==> src/rtl/psram_dpd_pkg.sv <==
`timescale 1ns/1ps
package psram_dpd_pkg;

  typedef enum logic [2:0] {
    PH_SETTLE = 3'd0,
    PH_RUN    = 3'd1,
    PH_PARK   = 3'd2,
    PH_LOW    = 3'd3,
    PH_HOLD   = 3'd4
  } dpd_phase_e;

  // Number of whole clocks covering dur_ns, rounded up, never below one.
  function automatic int unsigned clocks_ceil(input longint unsigned dur_ns,
                                              input longint unsigned clk_ns);
    longint unsigned q;
    q = (dur_ns + clk_ns - 64'd1) / clk_ns;
    if (q == 64'd0) q = 64'd1;
    return q[31:0];
  endfunction

endpackage

==> src/rtl/psram_dpd_rstsync.sv <==
`timescale 1ns/1ps
module psram_dpd_rstsync #(
  parameter int unsigned STAGES = 2
) (
  input  logic clk,
  input  logic arst_n,
  output logic srst_n
);
  logic [STAGES-1:0] chain_q;
  logic [STAGES-1:0] chain_d;

  generate
    if (STAGES == 1) begin : g_one
      assign chain_d = 1'b1;
    end else begin : g_many
      assign chain_d = {chain_q[STAGES-2:0], 1'b1};
    end
  endgenerate

  always_ff @(posedge clk or negedge arst_n) begin
    if (!arst_n) chain_q <= '0;
    else         chain_q <= chain_d;
  end

  assign srst_n = chain_q[STAGES-1];
endmodule

==> src/rtl/psram_dpd_timer.sv <==
`timescale 1ns/1ps
module psram_dpd_timer #(
  parameter int unsigned     W       = 8,
  parameter logic [W-1:0]    RST_VAL = '0
) (
  input  logic         clk,
  input  logic         rst_n,
  input  logic         load,
  input  logic [W-1:0] load_val,
  output logic         zero
);
  logic [W-1:0] cnt_q;
  logic [W-1:0] cnt_d;
  logic         cnt_en;

  assign cnt_en = load || (cnt_q != '0);

  always_comb begin
    cnt_d = cnt_q;
    if (load)             cnt_d = load_val;
    else if (cnt_q != '0) cnt_d = cnt_q - W'(1);
  end

  always_ff @(posedge clk or negedge rst_n) begin
    if (!rst_n)      cnt_q <= RST_VAL;
    else if (cnt_en) cnt_q <= cnt_d;
  end

  assign zero = (cnt_q == '0);
endmodule

==> src/rtl/psram_dpd_flags.sv <==
`timescale 1ns/1ps
module psram_dpd_flags (
  input  logic clk,
  input  logic rst_n,
  input  logic arm_wake,
  input  logic drop_wake,
  input  logic set_lost,
  input  logic clr_lost,
  output logic wake_pend,
  output logic data_lost
);
  logic pend_q, pend_d;
  logic lost_q, lost_d;

  always_comb begin
    pend_d = pend_q;
    if (drop_wake)     pend_d = 1'b0;
    else if (arm_wake) pend_d = 1'b1;

    lost_d = lost_q;
    if (set_lost)      lost_d = 1'b1;
    else if (clr_lost) lost_d = 1'b0;
  end

  always_ff @(posedge clk or negedge rst_n) begin
    if (!rst_n) begin
      pend_q <= 1'b0;
      lost_q <= 1'b0;
    end else begin
      pend_q <= pend_d;
      lost_q <= lost_d;
    end
  end

  assign wake_pend = pend_q;
  assign data_lost = lost_q;
endmodule

==> src/rtl/psram_dpd_seq.sv <==
`timescale 1ns/1ps
module psram_dpd_seq
  import psram_dpd_pkg::*;
#(
  parameter int unsigned CLK_NS    = 8,
  parameter int unsigned T_DPD_MS  = 10,
  parameter int unsigned T_CH_US   = 300,
  parameter int unsigned T_CHP_US  = 30
) (
  input  logic clk,
  input  logic rst_n,
  input  logic dpd_req,
  input  logic wake_req,
  input  logic lost_clr,
  input  logic acc_ce1_n,
  output logic mem_ce1_n,
  output logic mem_ce2,
  output logic ready,
  output logic data_lost
);
  localparam int unsigned N_DPD = clocks_ceil(64'(T_DPD_MS) * 64'd1000000, 64'(CLK_NS));
  localparam int unsigned N_CH  = clocks_ceil(64'(T_CH_US) * 64'd1000, 64'(CLK_NS));
  localparam int unsigned N_CHP = clocks_ceil(64'(T_CHP_US) * 64'd1000, 64'(CLK_NS));
  localparam int unsigned N_MX1 = (N_DPD > N_CH) ? N_DPD : N_CH;
  localparam int unsigned N_MAX = (N_MX1 > N_CHP) ? N_MX1 : N_CHP;
  localparam int unsigned CW    = $clog2(N_MAX + 1);
  localparam logic [CW-1:0] LD_DPD = CW'(N_DPD - 1);
  localparam logic [CW-1:0] LD_CH  = CW'(N_CH - 1);
  localparam logic [CW-1:0] LD_CHP = CW'(N_CHP - 1);

  logic          srst_n;
  dpd_phase_e    ph_q, ph_d;
  logic          tmr_load;
  logic [CW-1:0] tmr_val;
  logic          tmr_zero;
  logic          wake_pend;
  logic          leave_pd;
  logic          arm_wake;

  psram_dpd_rstsync #(.STAGES(2)) u_rst (
    .clk    (clk),
    .arst_n (rst_n),
    .srst_n (srst_n)
  );

  // Next-state logic
  always_comb begin
    ph_d     = ph_q;
    tmr_load = 1'b0;
    tmr_val  = LD_DPD;
    leave_pd = 1'b0;
    case (ph_q)
      PH_SETTLE: if (tmr_zero) ph_d = PH_RUN;
      PH_RUN:    if (dpd_req)  ph_d = PH_PARK;
      PH_PARK: begin
        ph_d     = PH_LOW;
        tmr_load = 1'b1;
        tmr_val  = LD_DPD;
      end
      PH_LOW: begin
        if (tmr_zero && (wake_pend || wake_req)) begin
          leave_pd = 1'b1;
          ph_d     = PH_HOLD;
          tmr_load = 1'b1;
          tmr_val  = LD_CH;
        end
      end
      PH_HOLD:   if (tmr_zero) ph_d = PH_RUN;
      default:   ph_d = PH_SETTLE;
    endcase
  end

  always_ff @(posedge clk or negedge srst_n) begin
    if (!srst_n) ph_q <= PH_SETTLE;
    else         ph_q <= ph_d;
  end

  psram_dpd_timer #(.W(CW), .RST_VAL(LD_CHP)) u_tmr (
    .clk      (clk),
    .rst_n    (srst_n),
    .load     (tmr_load),
    .load_val (tmr_val),
    .zero     (tmr_zero)
  );

  assign arm_wake = (ph_q == PH_LOW) && wake_req && !leave_pd;

  psram_dpd_flags u_flags (
    .clk       (clk),
    .rst_n     (srst_n),
    .arm_wake  (arm_wake),
    .drop_wake (leave_pd),
    .set_lost  (leave_pd),
    .clr_lost  (lost_clr),
    .wake_pend (wake_pend),
    .data_lost (data_lost)
  );

  assign ready     = (ph_q == PH_RUN);
  assign mem_ce2   = (ph_q != PH_LOW);
  assign mem_ce1_n = acc_ce1_n || (ph_q != PH_RUN);
endmodule

==> config.mk <==
export PLATFORM = sky130hd
export DESIGN_NAME = psram_dpd_seq
export DESIGN_NICKNAME = d
export VERILOG_FILES = /design/src/rtl/psram_dpd_pkg.sv /design/src/rtl/psram_dpd_rstsync.sv /design/src/rtl/psram_dpd_timer.sv /design/src/rtl/psram_dpd_flags.sv /design/src/rtl/psram_dpd_seq.sv
export SDC_FILE = /design/constraint.sdc
export NUM_CORES = 1
export LEC_CHECK = 0
export BUFFER_PORTS_ARGS = -buffer_cell sky130_fd_sc_hd__buf_2
export CORE_ASPECT_RATIO = 2
export CORE_UTILIZATION = 25
export CTS_CLUSTER_DIAMETER = 80
export CTS_CLUSTER_SIZE = 14
export DETAILED_ROUTE_END_ITERATION = 6
export HOLD_SLACK_MARGIN = 0.05
export PLACE_DENSITY = 0.41
export SLEW_MARGIN = 20
export SYNTH_ARGS = -nofsm -noshare
export SYNTH_HDL_FRONTEND = slang
export SYNTH_HIERARCHICAL = 1
export SYNTH_SLANG_ARGS = --single-unit
==> constraint.sdc <==
create_clock -name clk -period 1.3 [get_ports clk]
set_input_delay 0.39 -clock clk [delete_from_list [all_inputs] [get_ports clk]]
set_output_delay 0.39 -clock clk [all_outputs]
set_load 0.02 [all_outputs]
* Word level (Yosys, flattened, before mapping) *
Cells that the tools add are included.

operators by class
  reduce and logical (&&, ||, !) cells = 16
  mux-type cells = 15
  add/subtract/negate cells = 1
  equal/unequal tests = 9

operators by type and width
  cell                                                    count
  2-to-1 mux 21 bit                                       4
  zero test 21 bit                                        1
  nonzero test 21 bit                                     1
  subtractor 21 x 1 -> 21 bit (second input constant)     1
  one-hot mux 3 bit (4 select lines)                      1
  2-to-1 mux 3 bit                                        3
  equality test 3 x 2 -> 1 bit (second input constant)    2
  2-to-1 mux 1 bit                                        6
  nonzero test 2 bit                                      3
  inequality test 2 bit (second input constant)           2
  equality test 3 x 1 -> 1 bit (second input constant)    1
  equality test 3 bit (second input constant)             1
  logical AND 1 bit                                       3
  zero test 3 bit                                         1
  logical OR 1 bit                                        3
  inequality test 3 x 1 -> 1 bit (second input constant)  1
  inequality test 3 x 2 -> 1 bit (second input constant)  1
  AND reduction 3 bit                                     1
  inequality test 2 x 1 -> 1 bit (second input constant)  1
  one-hot mux 1 bit (2 select lines)                      1
  AND reduction 2 bit                                     1
  OR reduction 2 bit                                      1
  zero test 1 bit                                         1

storage, ports and cells
  bits in registers = 28
  logic and storage cells = 46
  input port bits = 6

* Logic depth before layout (Yosys ltp) *
Gate-level depths: netlist (run 1).

  depth in word-level cells = 8
  mapped depth = 14
  gate-level depth less buffers = 12

* By module *
The synthesis (run 1) kept the hierarchy.

by module, submodules not included
  module             instances  area each (sq um)  sequential area each (sq um)  cells an instance
  psram_dpd_timer    1          1406.3             534.3                         155
  psram_dpd_seq      1          211.5              75.1                          26
  psram_dpd_flags    1          68.8               50.0                          6
  psram_dpd_rstsync  1          53.8               50.0                          3

* Worst setup path after synthesis (run 1) *
OpenSTA, ideal clock, no wires.

  path kind = reg-to-reg
  start = register u_tmr.cnt_q[1]
  end = register u_tmr.cnt_q[20]
  buffers on the path = 3
  library setup time = 138 ps
  path slack = -1415 ps
  data arrival time = 2577 ps
  cell stages (with the launch flop) = 13
  period minus slack after synthesis = 2715 ps
  path through = dfrtp_1 > inv_1 > ha_1 > nor4b_1 > nand2_1 > nor2_4 > buf_6 > o21ai_0 > nand2_1 > and3_1 > clkbuf_1 > clkbuf_1 > o211ai_1

between the ends
  cells in the longest elaborated chain, start to end = 6
  elaborated cells on any way between the ends = 13

ends and longest elaborated chain
  element                                                           RTL line               source
  start: declaration                                                psram_dpd_timer.sv:12  logic [W-1:0] cnt_q;
  start signal: assignment                                          psram_dpd_timer.sv:26  else if (cnt_en) cnt_q <= cnt_d;
  zero test 21 bit *                                                psram_dpd_timer.sv:29  assign zero = (cnt_q == '0);
  via tmr_zero                                                      psram_dpd_seq.sv:35    logic tmr_zero;
  logical AND 1 bit *                                               psram_dpd_seq.sv:61    if (tmr_zero && (wake_pend || wake_req)) begin
  2-to-1 mux 1 bit *                                                psram_dpd_seq.sv:61
  one-hot mux 1 bit (2 select lines) *                              psram_dpd_seq.sv:52    case (ph_q)
  via tmr_load                                                      psram_dpd_seq.sv:33    logic tmr_load;
  nonzero test 2 bit (no line) or logical OR 1 bit (tied branches)  n/a
  AND reduction 2 bit (no line)                                     n/a

The timed path passes the listed nets; every way through them passes the cells marked *. The select of a mux whose other input is x is not followed.
A chain may end at the register's enable or synchronous reset.

* Worst setup path after layout (run 1) *
  start = register u_tmr.cnt_q[0]
  end = register u_tmr.cnt_q[13]

between the ends
  cells in the longest elaborated chain, start to end = 6
  elaborated cells on any way between the ends = 11

ends and longest elaborated chain
  element                                                           RTL line
  zero test 21 bit *                                                psram_dpd_timer.sv:29
  via tmr_zero                                                      psram_dpd_seq.sv:35
  logical AND 1 bit *                                               psram_dpd_seq.sv:61
  2-to-1 mux 1 bit *                                                psram_dpd_seq.sv:61
  one-hot mux 1 bit (2 select lines) *                              psram_dpd_seq.sv:52
  nonzero test 2 bit (no line) or logical OR 1 bit (tied branches)  n/a
  AND reduction 2 bit (no line)                                     n/a

Marks and branches as above.

==> impl_metrics.toml, run 1 <==
[grt]
grt_pass1_vias = 1894
grt_pass1_wl_mm = 9.62
initial_antenna_violation_count = 0
grt_start_max_net_pins = 22
globalRoute.totalOverflow = 0
groute.usage.overall = 0.182

[timing]
finalSetupViolations = 29
fin_worst_skew_ns = 0.00224
finalWorstPathRequiredPeriod_ns = 2.13
finalWorstSetupSlack_ns = -0.833
final.period_utilization = 1.64
fmax_achieved_ghz = 0.469
setup_repair_after_global_routing_missed_its_margin = "yes"
timing.final.hold_violations = 0
worst_pin_slew_ns = 0.594
finalMaxSlewViolations = 0
max-slew-margin-rel = 0.598

[yosys]
ys.warnings.count = 6
netlist_top_cells_count = "29 x nand2_1, 21 x dfrtp_1, 14 x nor2_1"
post-synth-top-count-cell = "nand2_1"
synthDominantAreaCellType = "dfrtp_1"
total_standard_cell_area_after_synthesis_sq_um = 1740
postSynthAreaPerCell_sq_um = 9.16
syn-instance-count = 190
synth_top_cell_area_share = 0.302
synthArstFlopShare = 1.00
unique_masters_post_synth = 54
synth_edf_count = 0
synth_top_cells_by_area = "dfrtp_1 30%, dfstp_2 11%, nand2_1 6.3%"
synth-seq-area-share = 0.408
yosys_register_bits = 28
ys_dominant_reg_cell = "dfrtp_1"

[final_layout]
multi_input_area_sq_um = 1280
synthToLayoutAreaGrowth_pct = 75.3
seqCellArea_sq_um = 711
layout.nets = 299
num-fill-cells = 661
antenna_cells = 0
final_core_utilization = 0.457
drive_gt1_frac = 0.538

[clock_network]
cts-buffers-inserted = 3
cts.clk_slew.worst_paths_ns = 0.08
cts.htree.levels = 1
cts_sinks = 28
clkLatencyLatePin_ns = 0.27
clockRootBuffer = "clkbuf_16"
cts-root-to-sink-buffers = 2
cts_tree = "yes"

[die]
die_y_extent_um = 120
die-area_sq_um = 7320
initial_utilization = 0.261
rows = 42
boundary_pins = 10
core-area_sq_um = 6670
die_x_um = 61

[outcome]
outcome = "finished, violations left"
failed_checks = "negative setup slack"

[pwr]
totalPowerFinal_uw = 1890
power.static_leakage_uw = 0.00127
power_density_nw_per_um2 = 619
vdd.ir_drop.worst_v = 0.000782

[critical_path]
start_kind = "flop"
worstPathArrival_ns = 2.33
kind_of_capture_point_of_the_worst_setup_path = "flop"
worstSetupPathType = "reg -> reg"
required_ns = 1.50
critPathMaxFanout = 4

[detailed_routing]
dr_total_vias = 1805
routed_wl_mm = 5.97
dr.pass1.iters = 4
detail-route-antenna-nets = 0
routed_via_density = 4.78
post_detailed_route_drc_marker_count = 0
drt_iter0_markers = 42
route.detailed.wl_per_inst_um = 15.8

[placement]
buffer_ports.inserted = 9
detailed_place_hpwl_mm = 3.99
globalplace.congestion = 0.820

[hold_path]
holdCritPathClass = "reg -> async"

[run]
max_cap_viol_count = 0
==> layer usage <==
metal,GRT usage,up-vias,part of all wire,wire (um)
met3,0.00970,9,0.013,77
met4,0.0696,0,0.021,128
met2,0.343,25,0.60,3590
met1,0.200,886,0.36,2170
met5,0,-,0,0
li1,-,885,-,-
==> critical path, cell delays in order, from the launching register on <==
cell and delay [ns]:
dfstp_2 0.54, inv_2 0.05, ha_4 0.15, nor4b_4 0.13
nand2_2 0.10, nor2_4 0.06, o21ai_4 0.07, nand2_2 0.08
and3_4 0.19, buf_6 0.12, or4_4 0.41, o211ai_2 0.16
==> final cells by class <==
type	count	share of cell area
Multi-Input combinational cell	156	0.419
Inverter	9	0.0144
Sequential cell	28	0.233
Clock inverter	1	0.00984
Timing Repair inverter	1	0.00287
Tap cell	88	0.0361
Timing Repair Buffer	92	0.260
Clock buffer	3	0.0246
==> through the flow <==
stage / instance area (sq um) / hold WS, ns / instances / setup TNS (ns) / worst slack (ns)
after floorplan: 1850 / 0.0944 / 201 / -21.96 / -0.959
after global placement: 2400 / 0.135 / 351 / -17.48 / -0.833
after detailed placement: 2400 / 0.127 / 351 / -18.21 / -0.858
after CTS: 2930 / 0.134 / 377 / -19.13 / -0.811
after global routing: 3050 / 0.156 / 378 / -21.50 / -0.928
final: 3050 / 0.125 / 378 / -18.35 / -0.833
==> cell families after synthesis <==
| kind of cell | share of synthesized area |
|---|---|
| AOI/OAI and AO/OA | 0.201 |
| xor gates and xnor gates | 0.0252 |
| adders and majority gates | 0.0144 |
| buffers and inverters | 0.0467 |
| DFF | 0.408 |
| muxes | 0.0230 |
| other | 0.00647 |
| and+or+nand+nor | 0.276 |
==> flip-flops by register name, summed over array words and instances (netlist names) <==
signal and flops:
ph_q 3, u_flags/data_lost 1, u_flags/wake_pend 1, u_rst/chain_q 2
u_tmr/cnt_q 21
==> layout by cell type, fill, tap and decap left out, types with 3 or more instances in the layout <==
master	netlist	layout
mux2i_1	4	4
nor2_1	14	13
o21ai_2	0	4
o41ai_1	5	3
o21ai_1	2	4
o21ai_0	10	3
clkbuf_16	0	3
nand2_2	0	7
nand2_4	1	4
a31oi_1	5	3
dfstp_2	7	7
inv_1	9	4
buf_2	1	6
inv_2	0	3
xor2_1	4	4
nand4_1	5	5
o31ai_4	0	3
o31ai_1	10	5
conb_1	3	14
a21oi_1	4	3
dfrtp_1	21	20
buf_4	1	64
and2_1	3	3
buf_6	1	17
nand2_1	29	19
==> final timing paths <==
check                                            from  cells after the start  slack (ns)                            end
setup / recovery           u_tmr/cnt_q[0]$_DFFE_PN1P_                     11       -0.83    u_tmr/cnt_q[13]$_DFFE_PN0P_
hold / removal             u_rst/chain_q[1]$_DFF_PN0_                      0        0.12  u_flags/data_lost$_DFFE_PN0P_
setup reg to reg           u_tmr/cnt_q[0]$_DFFE_PN1P_                     11       -0.83    u_tmr/cnt_q[13]$_DFFE_PN0P_
hold reg to reg            u_rst/chain_q[1]$_DFF_PN0_                      0        0.12  u_flags/data_lost$_DFFE_PN0P_
max in group asynchronous  u_rst/chain_q[1]$_DFF_PN0_                      1        0.67     u_tmr/cnt_q[9]$_DFFE_PN1P_
min in group clk           u_rst/chain_q[0]$_DFF_PN0_                      0        0.36     u_rst/chain_q[1]$_DFF_PN0_
==> where the power goes <==
| group | switching, uW | internal, uW | total [uW] |
|---|---|---|---|
| clock network | 348 | 616 | 964 |
| logic | 26.6 | 14.6 | 41.1 |
| registers | 6.37 | 876 | 882 |
| total | 381 | 1510 | 1890 |
==> timing repair <==
| item | 4_1_cts | 5_1_grt |
|---|---|---|
| pin swaps | 18 | 15 |
| buffers inserted | 18 | 5 |
| endpoints found under the hold margin | 2 | 0 |
| setup endpoints to repair | 29 | 29 |
| resized for setup | 60 | 25 |
| hold buffers | 1 | 0 |
| gates cloned | 3 | 0 |
No activity file was read; power rests on OpenSTA's default activity.
==> run 2: changes to the inputs <==
--- a/config.mk
+++ b/config.mk
@@ -13,6 +13,7 @@
 export DETAILED_ROUTE_END_ITERATION = 6
 export HOLD_SLACK_MARGIN = 0.05
 export PLACE_DENSITY = 0.41
+export SETUP_SLACK_MARGIN = 0.15
 export SLEW_MARGIN = 20
 export SYNTH_ARGS = -nofsm -noshare
 export SYNTH_HDL_FRONTEND = slang
==> impl_metrics.toml, run 2 (synthesis gave the netlist of run 1 again) <==
[outcome]
outcome = "finished, violations left"
failed_checks = "negative setup slack"

[timing]
finalWorstSetupSlack_ns = -0.836
finalMaxSlewViolations = 0
timing.final.hold_violations = 0
setup_repair_after_global_routing_missed_its_margin = "yes"
final.period_utilization = 1.64
fin_worst_skew_ns = 0.00317
finalSetupViolations = 29
fmax_achieved_ghz = 0.468
finalWorstPathRequiredPeriod_ns = 2.14

[critical_path]
critPathMaxFanout = 6
setup.worst_path.start = "u_tmr/cnt_q[4]$_DFFE_PN0P_"
kind_of_capture_point_of_the_worst_setup_path = "flop"
required_ns = 1.49
ff2ff_path_depth = 12
critPathSlowestCell = "dfrtp_1"
most_repeated_library_cell_on_the_critical_path = "buf_4"
worstPathArrival_ns = 2.33
worstSetupPathType = "reg -> reg"
delay_of_the_slowest_cell_on_the_worst_path_ns = 0.39
rr_startpoint = "u_tmr/cnt_q[4]$_DFFE_PN0P_"
worst_path_cell_trace = "nor4_2 -> buf_4 -> nand4_1 -> nor2_4 -> o21ai_4 -> nand2_1 -> and3_4 -> buf_4 -> buf_6 -> o21ai_2 -> a31oi_1 -> o31ai_1"
start_kind = "flop"

[detailed_routing]
dr.pass1.iters = 4
routed_via_density = 4.73
routed_wl_mm = 5.55
route.detailed.wl_per_inst_um = 15.0
detail-route-antenna-nets = 0
drt_iter0_markers = 29
post_detailed_route_drc_marker_count = 0
dr_total_vias = 1754

[placement]
post-place-cells = 345
buffer_ports.inserted = 9
placement.cell_area_sq_um = 2350
globalplace.congestion = 0.838
detailed_place_hpwl_mm = 4.04

[pwr]
power_frac_clock = 0.505
power.static_leakage_uw = 0.00115
vdd.ir_drop.worst_v = 0.000571
power.sequential.fraction = 0.472
power_report.internal_total_uw = 1510
power.combinational.fraction = 0.023
power.switching_fraction = 0.192
power_switching_uw = 359
power_density_nw_per_um2 = 642

[grt]
groute.usage.overall = 0.171
grt_pass1_vias = 1859
globalRoute.totalOverflow = 0
initial_antenna_violation_count = 0
grt_start_max_net_pins = 26
grt_pass1_wl_mm = 8.93

[die]
die_x_um = 61
boundary_pins = 10
die_y_extent_um = 120
die-area_sq_um = 7320
rows = 42
initial_utilization = 0.261
core-area_sq_um = 6670

[run]
max_cap_viol_count = 0

[clock_network]
cts.clk_slew.worst_paths_ns = 0.07
cts_tree = "yes"
cts-buffers-inserted = 3
clkLatencyLatePin_ns = 0.27
cts_sinks = 28
cts.htree.levels = 1
clockRootBuffer = "clkbuf_16"
cts-root-to-sink-buffers = 2

[final_layout]
layout_top_registers = "u_tmr/cnt_q x21, ph_q x3, u_rst/chain_q x2"
largest_register_ffs = 21
final_common_cell = "buf_4"
synthToLayoutAreaGrowth_pct = 66.8
layout_common_cells = "62 x buf_4, 25 x nand2_1, 20 x dfrtp_1"
max_flop_register = "u_tmr/cnt_q"
drive_gt1_frac = 0.498
antenna_cells = 0
layout.nets = 292
final_design_area_no_fill_sq_um = 2900
finish.cell_count_without_fillers = 371

[hold_path]
holdCritPathClass = "reg -> async"
[run 2: changes by cell type in the layout (fill, tap and decap cells not counted), sizes merged]
cell         delta
inv             -1
clkbuf          +1
buf             -7
and3            -1
dlygate4sd3     +1
[run 2: layout make-up]
cell class,instances,area (sq um)
inverters,9,43.8
clock inverters,1,30.0
clock buffers,3,75.1
multi-input cells,155,1180
well taps,88,110
fillers,684,3770
flip-flops and latches,28,711
repair buffers,87,753
[run 2: through the flow]
step | setup slack, ns | hold slack [ns] | power [uW] | setup TNS (ns) | utilization
2_1_floorplan | -0.959 | 0.0944 | 912 | -21.90 | -
3_3_place_gp | -0.845 | 0.0204 | 935 | -17.72 | 0.353
3_5_place_dp | -0.859 | 0.0185 | 935 | -18.31 | 0.353
4_1_cts | -0.824 | 0.290 | 1900 | -19.10 | 0.406
5_1_grt | -0.945 | 0.334 | 1940 | -22.49 | 0.435
6_report | -0.836 | 0.282 | 1860 | -19.81 | 0.435
[run 2: power groups by stage]
stage | Combinational (uW) | Sequential, uW | Clock [uW]
2_1_floorplan | 6.39 | 906 | 0
3_3_place_gp | 38.7 | 896 | 0
3_5_place_dp | 39.1 | 896 | 0
4_1_cts | 44.8 | 879 | 973
5_1_grt | 52.2 | 880 | 1010
6_report | 43.8 | 879 | 941
[run 2: routing by layer]
metal	GRT usage	vias up	wire length, um
met4	0.101	0	278
met1	0.172	844	1960
met5	0	-	0
li1	-	870	-
met2	0.316	25	3220
met3	0.0162	15	92
[run 2: worst paths after layout]
path	endpoint	slack, ns
min in group clk	u_rst/chain_q[1]$_DFF_PN0_	0.36
min	u_tmr/cnt_q[6]$_DFFE_PN0P_	0.28
min reg2reg	u_tmr/cnt_q[6]$_DFFE_PN0P_	0.28
max reg2reg	u_tmr/cnt_q[9]$_DFFE_PN1P_	-0.84
max in group asynchronous	u_flags/data_lost$_DFFE_PN0P_	0.61
max	u_tmr/cnt_q[9]$_DFFE_PN1P_	-0.84
[run 2: repair_timing]
item,in CTS,in global routing
pin swaps,12,7
setup buffers,10,9
endpoints found under the hold margin,3,0
hold buffers,2,0
resized for setup,39,22
setup endpoints to repair,30,30
gates cloned,0,1
[run 2: critical path: cells and delay by family (launching register included)]
family / cells / cell delay, ns
AOI/OAI and AO/OA: 4 / 0.37
buffers and inverters: 3 / 0.37
DFF: 1 / 0.39
and+or+nand+nor: 5 / 0.91
